File: src/rtl/dac_bank_ctrl.sv
module dac_bank_ctrl #(
  parameter int RES = 16,
  parameter int NCH = 4
) (
  input  logic               clk,
  input  logic               rst_n,
  input  logic               cmd_valid,
  input  logic [7:0]         cmd,
  input  logic [15:0]        data,
  input  logic               load_n,
  input  logic               mid_sel,
  output logic [NCH*RES-1:0] dac_codes,
  output logic [NCH-1:0]     pd_flags,
  output logic               ref_pd,
  output logic               ready_en,
  output logic               lin_cal
);
  localparam logic [RES-1:0] MID = {1'b1, {(RES-1){1'b0}}};

  wire [RES-1:0] code    = data[15 -: RES];
  wire           is_wr   = cmd_valid && (cmd[7:4] == 4'h1 || cmd[7:4] == 4'h3);
  wire           is_thru = cmd_valid && cmd[7:4] == 4'h3;
  wire           is_ld   = cmd_valid && cmd == 8'h01;
  wire           is_clr  = (cmd_valid && cmd == 8'h02) || !rst_n;
  wire           is_pwr  = cmd_valid && cmd == 8'h03;
  wire           is_lin  = cmd_valid && cmd == 8'h05;

  for (genvar ch = 0; ch < NCH; ch++) begin : g_ch
    logic [RES-1:0] in_q, out_q;
    wire sel = is_wr && cmd[ch];
    wire ld  = is_ld && data[12+ch];

    always_ff @(posedge clk) begin
      if (is_clr) begin
        in_q  <= '0;
        out_q <= mid_sel ? MID : '0;
      end else begin
        if (sel) in_q <= code;
        if (sel && (is_thru || !load_n)) out_q <= code;
        else if (ld || !load_n)          out_q <= in_q;
      end
    end

    assign dac_codes[ch*RES +: RES] = out_q;
  end

  always_ff @(posedge clk) begin
    if (is_clr) begin
      pd_flags <= '0;
      ready_en <= 1'b1;
      lin_cal  <= 1'b0;
    end else begin
      if (is_pwr) begin
        pd_flags <= data[12 +: NCH];
        ready_en <= data[11];
      end
      if (is_lin) lin_cal <= data[9];
    end
  end

  assign ref_pd = &pd_flags;
endmodule


File: config.mk
export PLATFORM = sky130hd
export DESIGN_NAME = dac_bank_ctrl
export DESIGN_NICKNAME = d
export VERILOG_FILES = /design/src/rtl/dac_bank_ctrl.sv
export SDC_FILE = /design/constraint.sdc
export NUM_CORES = 1
export LEC_CHECK = 0
export BUFFER_PORTS_ARGS = -buffer_cell sky130_fd_sc_hd__buf_2
export CORE_MARGIN = 2
export CORE_UTILIZATION = 53
export CTS_BUF_LIST = sky130_fd_sc_hd__clkbuf_4 sky130_fd_sc_hd__clkbuf_8
export DETAILED_ROUTE_END_ITERATION = 6
export PLACE_DENSITY = 0.77
export SETUP_SLACK_MARGIN = 0.5
export SYNTH_ARGS = -nofsm -noshare
export SYNTH_HDL_FRONTEND = slang
export SYNTH_SLANG_ARGS = --single-unit
export TNS_END_PERCENT = 10
File: constraint.sdc
create_clock -name clk -period 2 [get_ports clk]
set_clock_uncertainty 0.15 [all_clocks]
set_input_delay 0.1 -clock clk [delete_from_list [all_inputs] [get_ports clk]]
set_output_delay 0.1 -clock clk [all_outputs]
set_load 0.1 [all_outputs]
==> flow_summary.toml <==
[outcome]
run_status = "completed"

[place]
gp_congestion = 0.799
portBuffers = 99
dp_cells = 824
dp_hpwl_microns = 9040

[min_path]
hold_path_class = "primary input to flip-flop"
worstHoldStart = "cmd[5]"
holdPathEnd = "pd_flags[1]"
min_path_cells = 5

[setup_path]
crit-reg2reg-capture = "g_ch[3].out_q[15]"
max_stage_delay_ns = 0.44
path_class = "flip-flop to primary output"
cp_max_fo = 1
startpoint_type = "flip-flop"
crit_family = "buffers and inverters"
r2r_cells = 2
path_cells = "buf_2"
crit_arrival_ns = 1.25
r2r-start = "g_ch[3].in_q[15]"
critPathRequiredTime_ns = 1.75
r2r_setup_slack_ns = 1.04
cp_num_cells = 1
crit_buf_inv = 1
crit_path_end_kind = "primary output"
cp_slowest_cell = "buf_2"

[sta]
fin_crit_ns = 1.50
hold_viol_final = 0
tightest_slew_ns = 0.590
rsz0062_at_grt = "yes"
fmax_mhz = 668
whs_ns = 0.0243
slew_headroom = 0.607
slew_violations = 0
tns_ns = 0
post-route-period-util = 0.749
setup_viol = 0

[cells_and_area]
nNetsFinal = 761
syn_to_final_growth_pct = 23.2
diodes = 0
drive_gt1_frac = 0.221
fin_cells = 881

[synthesis]
ys_types = 28
synth_top_family_by_area = "simple AND/OR/NAND/NOR gates"
synthXorXnorAreaFrac = 0
synth_area_per_cell_sq_um = 8.90
syn_area_sq_um = 5580
synthMuxAreaShare = 0.00179
yosysWarnings = 0
synthesis.nets = 656
yosys.area_share.simple = 0.218
ys_seq_elements = 134
synthArstFlopShare = 0
synthFlopType = "dfxtp_1"
syn_inst = 627
synth_adder_area_share = 0
ys_seq_area_frac = 0.596
synth_compound_area_frac = 0.129
synth_edf_count = 64

[global_route]
grt_max_degree = 62
grt_usage = 0.255
grt.overflow.total = 0
antenna_found_initial = 0
grt_pass1_vias = 4397
grt_pass1_wl_microns = 22000

[power_and_ir_drop]
ir_drop_mv = 0.400
p_leak_nw = 2.58
powerDensity_nw_per_um2 = 915

[cts]
cts_buffers = 17
clk-insertion-delay-late_ns = 0.44
cts_tree = "yes"
cts.sinks = 134
ctsLongestPathBuffers = 2
path_clk_slew_ns = 0.08
clock-root-buffer = "clkbuf_8"
htreeDepth = 4

[die]
die_area_sq_um = 11400
io_pins = 100
die_y_microns = 107
die_w_microns = 107
core_sq_um = 10300
start_util = 0.543
rows = 37

[route]
drt_iter0_drc = 320
wirelength_microns = 14300
firstDrtPassIters = 5
routed_via_density = 5.49
drc = 0
vias = 4834
wire_per_inst_microns = 16.3
ant_nets = 0

[flow_run]
maxCapViolations = 0
[power by group]
| group | total [mW] | switching [mW] | internal [mW] |
|---|---|---|---|
| Combinational | 0.934 | 0.774 | 0.160 |
| Sequential | 2.99 | 0.0305 | 2.96 |
| Clock | 2.36 | 1.09 | 1.27 |
| Total | 6.28 | 1.89 | 4.39 |
[area by class of cell]
class | count | area, sq um
fillers | 822 | 3410
repair buffers | 141 | 931
clock buffers | 18 | 248
well taps | 136 | 170
flip-flops and latches | 134 | 3330
clock inverters | 14 | 176
multi-input cells | 436 | 2010
inverters | 2 | 7.51
[placed cells by master, fill, tap and decap left out, types with 2 or more instances in the layout]
master         synthesis  final
dlygate4sd3_1          0     23
inv_1                  2      2
and2_1                 4      4
and3_1                 4      4
clkbuf_8               0     18
bufinv_16              0      3
buf_12                 0      3
a21oi_1              128    128
clkinvlp_4             0      5
dfxtp_1               70     66
inv_6                  0      2
edfxtp_1              64     64
nand3_1                8      8
a31oi_1                5      4
buf_2                 16     96
buf_4                  8     17
dfxtp_2                0      4
nand2_1              265    264
a211o_4                0      4
nor2_1                 4      4
clkinv_4               0      3
[cell usage after synthesis (4+ instances only)]
cell | instances | area (sq um)
buf_4 | 8 | 60.1
nor2_1 | 4 | 15.0
dfxtp_1 | 70 | 1400
buf_2 | 16 | 80.1
a211o_1 | 4 | 35.0
edfxtp_1 | 64 | 1920
nand2_1 | 265 | 995
a31oi_1 | 5 | 31.3
and3_1 | 4 | 25.0
clkbuf_1 | 25 | 93.8
a21oi_1 | 128 | 641
and2_1 | 4 | 25.0
buf_6 | 6 | 67.6
nand3_1 | 8 | 40.0
[cell families after synthesis]
logic type             Yosys count
buffers and inverters           57
DFF                            134
muxes                            1
and+or+nand+nor                296
AOI/OAI and AO/OA              139
[state kept, by name, indices dropped and copies added, names as in the netlist]
name	cells
g_ch.in_q	64
g_ch.out_q	64
lin_cal	1
pd_flags	4
ready_en	1
[per-stage QoR]
step | cell area (sq um) | util | worst slack (ns) | power, mW
final | 6870 | 0.668 | 0.502 | 6.28
after global routing | 6870 | 0.668 | 0.481 | 6.45
after CTS | 6830 | 0.664 | 0.494 | 6.28
after detailed placement | 6160 | 0.600 | 0.0641 | 3.93
after global placement | 6160 | 0.600 | 0.141 | 3.92
after floorplan | 5650 | - | 0.381 | 3.77
[routing by layer]
layer  track usage  part of all wire  wire length [microns]  up-vias
met5             0                 0                      0        -
met4         0.147             0.044                    633        0
met3        0.0529             0.082                   1170       41
met2         0.394              0.48                   6850      222
met1         0.332              0.40                   5680     2272
li1              -                 -                      -     2299
[repair_timing]
action / in CTS / in global routing
endpoints found under the setup margin: 5 / 37
gates resized for setup: 3 / 4
endpoints found under the hold margin: 116 / 0
gates cloned: 0 / 1
hold buffers: 23 / 0
setup buffers: 0 / 1
pin swaps: 0 / 2
[worst max path at each step]
stage                     start                end  slack, ns
2_1_floorplan            cmd[7]   g_ch[1].out_q[0]       0.38
3_3_place_gp             cmd[7]  g_ch[2].out_q[10]       0.14
3_5_place_dp             cmd[7]   g_ch[0].out_q[9]       0.06
4_1_cts        g_ch[3].out_q[2]      dac_codes[50]       0.49
5_1_grt        g_ch[3].out_q[2]      dac_codes[50]       0.48
6_report       g_ch[3].out_q[2]      dac_codes[50]       0.50
(Power assumes the default switching activity.)
